[config.mk]
export PLATFORM = sky130hd
export DESIGN_NAME = burst_rd_port
export DESIGN_NICKNAME = d
export VERILOG_FILES = /design/src/rtl/burst_pkg.sv /design/src/rtl/burst_lat_cfg.sv /design/src/rtl/burst_seq.sv /design/src/rtl/burst_word_src.sv /design/src/rtl/burst_rd_port.sv
export SDC_FILE = /design/constraint.sdc
export NUM_CORES = 1
export LEC_CHECK = 0
export BUFFER_PORTS_ARGS = -buffer_cell sky130_fd_sc_hd__buf_2
export CAP_MARGIN = 20
export CORE_MARGIN = 5
export CORE_UTILIZATION = 51
export DETAILED_ROUTE_END_ITERATION = 10
export GPL_TIMING_DRIVEN = 0
export PLACE_DENSITY = 0.77
export SKIP_CTS_REPAIR_TIMING = 1
export SLEW_MARGIN = 5
export SYNTH_ARGS = -nofsm -noshare
export SYNTH_HDL_FRONTEND = slang
export SYNTH_SLANG_ARGS = --single-unit
[constraint.sdc]
create_clock -name clk -period 1.8 [get_ports clk]
set_input_delay 0.18 -clock clk [delete_from_list [all_inputs] [get_ports clk]]
set_output_delay 0.18 -clock clk [all_outputs]
set_load 0.02 [all_outputs]
[src/rtl/burst_pkg.sv]
package burst_pkg;

  // Sequencer phases of one burst access
  typedef enum logic [1:0] {
    ST_IDLE  = 2'd0,
    ST_WAIT  = 2'd1,
    ST_BURST = 2'd2
  } seq_st_t;

endpackage

[src/rtl/burst_lat_cfg.sv]
module burst_lat_cfg #(
  parameter int LAT_W    = 3,
  parameter int LAT_MIN  = 3,
  parameter int LAT_MAX  = 7,
  parameter int LAT_RST  = 4,
  parameter int LAT_NOHF = 3
) (
  input  logic             clk,
  input  logic             rst_n,
  input  logic             wr_en,
  input  logic [LAT_W-1:0] wr_lat,
  input  logic             wr_hf,
  output logic [LAT_W-1:0] lat_q,
  output logic             hf_q
);

  localparam logic [LAT_W-1:0] MIN_V  = LAT_W'(LAT_MIN);
  localparam logic [LAT_W-1:0] MAX_V  = LAT_W'(LAT_MAX);
  localparam logic [LAT_W-1:0] RST_V  = LAT_W'(LAT_RST);
  localparam logic [LAT_W-1:0] NOHF_V = LAT_W'(LAT_NOHF);

  logic legal;
  logic upd;

  // A write is taken only when the pair of fields is legal as a whole
  always_comb begin
    legal = (wr_lat >= MIN_V) && (wr_lat <= MAX_V) && !((wr_lat == NOHF_V) && wr_hf);
    upd   = wr_en && legal;
  end

  always_ff @(posedge clk or negedge rst_n) begin
    if (!rst_n) begin
      lat_q <= RST_V;
      hf_q  <= 1'b0;
    end else if (upd) begin
      lat_q <= wr_lat;
      hf_q  <= wr_hf;
    end
  end

endmodule

[src/rtl/burst_seq.sv]
module burst_seq
  import burst_pkg::*;
#(
  parameter int AW     = 16,
  parameter int WRAP_W = 3,
  parameter int LAT_W  = 3
) (
  input  logic             clk,
  input  logic             rst_n,
  input  logic             ce_n,
  input  logic             stb_n,
  input  logic [AW-1:0]    addr_in,
  input  logic [LAT_W-1:0] lat,
  output logic             load,
  output logic             burst_on,
  output logic [WRAP_W-1:0] idx,
  output logic [AW-1:0]    word_addr
);

  seq_st_t              st_q, st_d;
  logic [LAT_W-1:0]     cnt_q, cnt_d;
  logic [AW-WRAP_W-1:0] base_q, base_d;
  logic [WRAP_W-1:0]    idx_q, idx_d;

  always_comb begin
    st_d   = st_q;
    cnt_d  = cnt_q;
    base_d = base_q;
    idx_d  = idx_q;
    load   = 1'b0;
    if (ce_n) begin
      st_d = ST_IDLE;
    end else if (!stb_n) begin
      // new start address: restart the latency count (also aborts a burst)
      st_d   = ST_WAIT;
      cnt_d  = LAT_W'(1);
      base_d = addr_in[AW-1:WRAP_W];
      idx_d  = addr_in[WRAP_W-1:0];
    end else begin
      unique case (st_q)
        ST_WAIT: begin
          if (cnt_q == lat) begin
            load  = 1'b1;
            idx_d = idx_q + 1'b1;
            st_d  = ST_BURST;
          end else begin
            cnt_d = cnt_q + 1'b1;
          end
        end
        ST_BURST: begin
          load  = 1'b1;
          idx_d = idx_q + 1'b1;  // wraps inside the aligned group
        end
        default: ;
      endcase
    end
  end

  always_ff @(posedge clk or negedge rst_n) begin
    if (!rst_n) begin
      st_q   <= ST_IDLE;
      cnt_q  <= '0;
      base_q <= '0;
      idx_q  <= '0;
    end else begin
      st_q   <= st_d;
      cnt_q  <= cnt_d;
      base_q <= base_d;
      idx_q  <= idx_d;
    end
  end

  assign burst_on  = (st_q == ST_BURST);
  assign idx       = idx_q;
  assign word_addr = {base_q, idx_q};

endmodule

[src/rtl/burst_word_src.sv]
module burst_word_src #(
  parameter int              AW   = 16,
  parameter int              DW   = 16,
  parameter logic [DW-1:0]   SEED = 16'h5A3C
) (
  input  logic [AW-1:0] addr,
  output logic [DW-1:0] word
);

  // Stand-in for the storage array: a fixed scramble of the word address
  assign word = DW'(addr) ^ SEED;

endmodule

[src/rtl/burst_rd_port.sv]
module burst_rd_port #(
  parameter int            DW      = 16,
  parameter int            WRAP_W  = 3,
  parameter int            LAT_W   = 3,
  parameter int            LAT_MIN = 3,
  parameter int            LAT_MAX = 7,
  parameter int            LAT_RST = 4,
  parameter logic [DW-1:0] SEED    = 16'h5A3C
) (
  input  logic             clk,
  input  logic             rst_n,
  input  logic             ce_n,
  input  logic             oe_n,
  input  logic             addr_stb_n,
  input  logic [DW-1:0]    ad_in,
  output logic [DW-1:0]    ad_out,
  output logic             ad_drv,
  output logic             ready,
  input  logic             cfg_we,
  input  logic [LAT_W-1:0] cfg_lat,
  input  logic             cfg_hf,
  output logic             hf_mode
);

  logic              rst_meta, rst_n_s;
  logic [LAT_W-1:0]  lat_q;
  logic              hf_q;
  logic              load;
  logic              burst_on;
  logic [WRAP_W-1:0] idx_q;
  logic [DW-1:0]     word_addr;
  logic [DW-1:0]     src_word;
  logic [DW-1:0]     dout_q;

  // asynchronous assert, synchronous release
  always_ff @(posedge clk or negedge rst_n) begin
    if (!rst_n) begin
      rst_meta <= 1'b0;
      rst_n_s  <= 1'b0;
    end else begin
      rst_meta <= 1'b1;
      rst_n_s  <= rst_meta;
    end
  end

  burst_lat_cfg #(
    .LAT_W(LAT_W), .LAT_MIN(LAT_MIN), .LAT_MAX(LAT_MAX), .LAT_RST(LAT_RST), .LAT_NOHF(LAT_MIN)
  ) u_cfg (
    .clk(clk), .rst_n(rst_n_s), .wr_en(cfg_we), .wr_lat(cfg_lat), .wr_hf(cfg_hf),
    .lat_q(lat_q), .hf_q(hf_q)
  );

  burst_seq #(.AW(DW), .WRAP_W(WRAP_W), .LAT_W(LAT_W)) u_seq (
    .clk(clk), .rst_n(rst_n_s), .ce_n(ce_n), .stb_n(addr_stb_n), .addr_in(ad_in),
    .lat(lat_q), .load(load), .burst_on(burst_on), .idx(idx_q), .word_addr(word_addr)
  );

  burst_word_src #(.AW(DW), .DW(DW), .SEED(SEED)) u_src (
    .addr(word_addr), .word(src_word)
  );

  always_ff @(posedge clk or negedge rst_n_s) begin
    if (!rst_n_s) begin
      dout_q <= '0;
    end else if (load) begin
      dout_q <= src_word;
    end
  end

  assign ad_out  = dout_q;
  assign ad_drv  = burst_on && !ce_n && !oe_n;
  assign ready   = burst_on;
  assign hf_mode = hf_q;

endmodule

; Word level (Yosys, flattened, before mapping)
; Index checks and enable logic that the tools add are counted.
[word_totals]
register_bits = 43
input_bits = 26
elab_cells = 53
[classes]
addsub = 2
order_cmp = 2
n_eq_ne = 10
muxes = 14
n_bitwise = 3
reduce_logical = 13
[ops]
columns = op, n
row1 = 2-to-1 mux 3 bit, 5
row2 = "!= test 3 x 2 -> 1 bit, second input constant", 3
row3 = 2-to-1 mux 2 bit, 4
row4 = inverter 8 bit, 1
row5 = "adder 3 x 1 -> 3 bit, second input constant", 2
row6 = logical AND 1 bit, 6
row7 = one-hot mux 3 bit (2 select lines), 1
row8 = AND reduction 3 bit, 2
row9 = AND reduction 2 bit, 2
row10 = "== test 3 x 2 -> 1 bit, second input constant", 1
row11 = == test 3 bit, 1
row12 = ">= comparator 3 x 2 -> 1 bit, second input constant", 1
row13 = "<= comparator 3 bit, second input constant", 1
row14 = logical NOT 1 bit, 3
row15 = 2-to-1 mux 1 bit, 3
row16 = "!= test 3 x 1 -> 1 bit, second input constant", 1
row17 = "== test 2 x 1 -> 1 bit, second input constant", 1
row18 = "== test 2 bit, second input constant", 1
row19 = "!= test 2 x 1 -> 1 bit, second input constant", 1
row20 = "!= test 2 bit, second input constant", 1
row21 = inverter 1 bit, 2
row22 = one-hot mux 1 bit (2 select lines), 1

; Longest topological paths before layout
[depth]
depth_word = 5
depth_mapped = 6
depth_no_buf = 6

; Modules after synthesis
; Synthesis repeated with hierarchy kept, for this count alone.
[hier_totals]
cells_unflattened = 159
area_unflattened_um2 = 1994.4
[modules_own_cells]
columns = module, n_inst, cells_per_inst, area_each_um2
row1 = burst_seq, 1, 85, 1016.0
row2 = burst_rd_port, 1, 38, 710.7
row3 = burst_lat_cfg, 1, 20, 177.7
row4 = burst_word_src, 1, 16, 90.1

; Worst setup path after synthesis
; OpenSTA, ideal clock, no wires.
[synth_timing]
path_kind = register -> register
start = reg u_cfg.lat_q[2]
end = reg dout_q[0] (netlist: ad_out[0])
setup_time_ns = 0.125
t_arrival_ns = 1.908
required_ns = 1.675
slack_ns = -0.234
stages_incl_launch_ff = 6
path_buffers = 1
synth_period_minus_slack_ns = 2.034
path_cell_list = dfstp_2 xnor2_2 nand4_2 a2111oi_4 buf_6 mux2_4
[synth_between]
elab_chain_cells = 5
[synth_lines]
columns = item, line_no
row1 = from (decl), burst_lat_cfg.sv:13  ; output logic [LAT_W-1:0] lat_q,
row2 = from (signal assigned), burst_lat_cfg.sv:36  ; lat_q <= wr_lat;
row3 = == test 3 bit, burst_seq.sv:42  ; if (cnt_q == lat) begin
row4 = 2-to-1 mux 1 bit, burst_seq.sv:42
row5 = one-hot mux 1 bit (2 select lines), burst_seq.sv:40  ; unique case (st_q)
row6 = 2-to-1 mux 1 bit, burst_seq.sv:33  ; end else if (!stb_n) begin
row7 = 2-to-1 mux 1 bit, burst_seq.sv:31  ; if (ce_n) begin
row8 = to (signal assigned), burst_rd_port.sv:66  ; dout_q <= src_word;
row9 = to (decl), burst_rd_port.sv:33  ; logic [DW-1:0] dout_q;
; No other way between the ends.
; A chain may end at the register's enable or synchronous reset.

; Worst setup path after layout
[layout_timing]
start = reg u_cfg.lat_q[2]
end = reg dout_q[1] (netlist: ad_out[1])
; Same word-level chain as after synthesis.

==> impl_results.md <==
* Tmin final at 2000 ps
* CTS sink count at 43
* Drt pass-1 iters at 4
* Hold_sp: cfg_lat[2]
* Clock root buffer: clkbuf_8
* CTS max path bufs at 2
* Met1 Usage GRT at 17.3%
* CP required at 2000 ps
* Status: finished, violations left
* Die Area at 4990 sq um
* DR vias/cell at 5.03
* Violated checks: setup timing
* Unrepaired setup endpoints after global routing: true
* Synth cell count leaders: dfrtp_1 (42), mux2_2 (25), inv_1 (14)
* Final WL at 3920 um
* I/O pins at 45
* H-tree levels at 2
* Worst-path cell chain: xnor2_4 -> nand4_4 -> a2111oi_4 -> buf_4 -> buf_6 -> mux2_4
* Post-Layout Cell Count at 251
* Vias in the first global route at 1340
* Die X at 70.6 um
* Post-synthesis sequential area ratio at 57.5%
* Mapped Nets at 170
* Core Rows at 22
* Max VDD drop at 0.845 mV
* DP HPWL at 2730 um
* Count leader, synth: dfrtp_1
* Number of synthesized flops with an enable pin at 0
* Flop2flop setup slack at -200 ps
* Lkg Pwr at 1.16 nW
* CTS tree: done
* Crit Reg-Reg Endpoint: ad_out[1]$_DFFE_PN0P_
* Buffers on Ports at 43
* Clock Skew at 8.39 ps
* CTS buffer count at 5
* Area share of the largest cell type after synthesis at 56.1%
* Post-synthesis cell type count at 31
* Mapped Cells at 140
* FF-to-FF Start: u_cfg.lat_q[2]$_DFFE_PN1P_
* Hold worst-path end: u_cfg.lat_q[2]$_DFFE_PN1P_
* Final hold viol count at 0
* CP top delay family: flip-flops
* Crit Path Class: reg2reg
* Initial antenna violation count at 0
* Ys async rst share at 100%
* Seq cells post-synth at 43
* Final setup margin at -199 ps
* Core area at 3610 sq um
* Layout Nets at 232
* Final GP Congestion at 0.846
* Total power at 2.92 mW
* Cell Area, Synth at 1870 sq um
* Worst hold stages at 3
* Min-Delay Path Class: in2reg
* WL per Instance at 15.6 um
* Top Usage Layer GRT: met2
* Grt met2 use at 28.3%
* Least-Margin Pin Slew at 897 ps
* Worst setup SP type: register
* Fmax at 500 MHz
* Final ANT Viol Nets at 0
* Fin crit share at 111%
* Warnings from Yosys at 0
* Crit path capture type: register
* WP buf/inv at 2
* Reg clk slew, reported paths at 90 ps
* Synth area leader: dfrtp_1
* # DRC at 0
* Vias at 1262
* Overflow after GRT at 0
* Mean area per synthesized cell at 13.4 sq um
* Worst path max stage delay at 590 ps
* Synthesis-to-layout area growth at 30.4%
* CP max-delay cell: dfstp_2
* Setup tns final at -2600 ps
* Initial Utilization at 52.0%
* Top FF cell, synth: dfrtp_1
* First-pass GRT wire length at 6110 um
* Max Cap Violations at 0
* Total GRT Usage at 16.0%
* Count of pins over their slew limit at 0
* Slew Limit Headroom at 40.2%
* Diode count at 0
* Die Ht at 70.6 um
* Final setup viols at 16
* Pin count of the biggest net entering global routing at 42
* Initial drt markers at 50
* Share of layout cells above drive strength 1 at 51.2%
* Crit-path max FO at 5
* Global Route met3 Usage at 5.68%
* Pwr/cell area at 1190 nW/um^2
* Critical path arrival at 2200 ps
* R2R depth at 6
* Fillers at 293
* Synth top area cells: dfrtp_1 (56%), mux2_2 (15%), mux2i_1 (4.8%)
* Clk Latency, worst-skew pair at 310 ps
* Inst Count DP at 231
## kinds of logic after synthesis
| family | share of synthesized area, % |
|---|---|
| and+or+nand+nor | 5.41 |
| other | 0.200 |
| muxes | 21.4 |
| xor gates and xnor gates | 2.27 |
| adders and majority gates | 2.67 |
| AOI/OAI and AO/OA | 6.54 |
| buffers and inverters | 4.01 |
| DFF | 57.5 |
## per-layer routing
metal / wire, um / part of all wire, % / vias to the layer above
met5: 0 / 0 / -
met4: 68 / 1.7 / 0
met3: 228 / 5.8 / 6
met2: 2110 / 54 / 33
met1: 1520 / 39 / 622
li1: - / - / 601
## how the worst max path moves through the flow
stage	start	to	depth (start not counted)
after floorplan	u_cfg.lat_q[2]$_DFFE_PN1P_	ad_out[0]$_DFFE_PN0P_	5
after global placement	u_cfg.lat_q[2]$_DFFE_PN1P_	ad_out[1]$_DFFE_PN0P_	5
after detailed placement	u_cfg.lat_q[2]$_DFFE_PN1P_	ad_out[1]$_DFFE_PN0P_	5
after CTS	u_cfg.lat_q[2]$_DFFE_PN1P_	ad_out[1]$_DFFE_PN0P_	5
after global routing	u_seq.cnt_q[0]$_DFFE_PN0P_	ad_out[7]$_DFFE_PN0P_	6
final	u_cfg.lat_q[2]$_DFFE_PN1P_	ad_out[1]$_DFFE_PN0P_	6
## power by group
| group | internal [mW] | switching [mW] |
|---|---|---|
| sequential | 1.18 | 0.176 |
| clock | 0.413 | 0.342 |
| combinational | 0.407 | 0.398 |
| total | 2.00 | 0.916 |
## per-stage QoR
stage	instance area (sq um)	hold WS (ps)	util (%)	setup slack [ps]
after floorplan	1900	-116	-	-153
after global placement	2180	-34.7	60.4	-376
after detailed placement	2180	-28.3	60.4	-421
after CTS	2290	-351	63.5	-453
after global routing	2440	63.1	67.8	-255
final	2440	67.0	67.8	-199
## state kept, by name, indices dropped and copies added (netlist names)
name / flops
ad_out: 16
rst_meta: 1
rst_n_s: 1
u_cfg.hf_q: 1
u_cfg.lat_q: 3
u_seq.base_q: 13
u_seq.cnt_q: 3
u_seq.idx: 3
u_seq.st_q: 2
## tightest hold or removal path, delay by kind of cell
family,cells,cell delay [ps]
buf+inv,1,100
simple gates,2,90
## cell type report
cell class | count | area [sq um] | area share (%)
Clock inverter | 3 | 43.8 | 1.79
Buffer | 4 | 22.5 | 0.921
Multi-Input combinational cell | 79 | 795 | 32.5
Inverter | 14 | 52.6 | 2.15
Sequential cell | 43 | 1080 | 44.2
Timing Repair Buffer | 55 | 323 | 13.2
Tap cell | 48 | 60.1 | 2.46
Clock buffer | 5 | 68.8 | 2.81
## cell usage in the layout (no fill, tap or decap), drive strengths merged, types with 2 or more instances in the layout
master,count
clkbuf,8
nand2,5
or3,2
ha,4
dfrtp,42
o21ai,2
buf,55
mux2,27
nor2,5
nor3,2
clkinv,2
xnor2,4
inv,14
a21boi,2
mux2i,9
a21oi,4
Note: power is estimated with default switching activity, not from simulation.
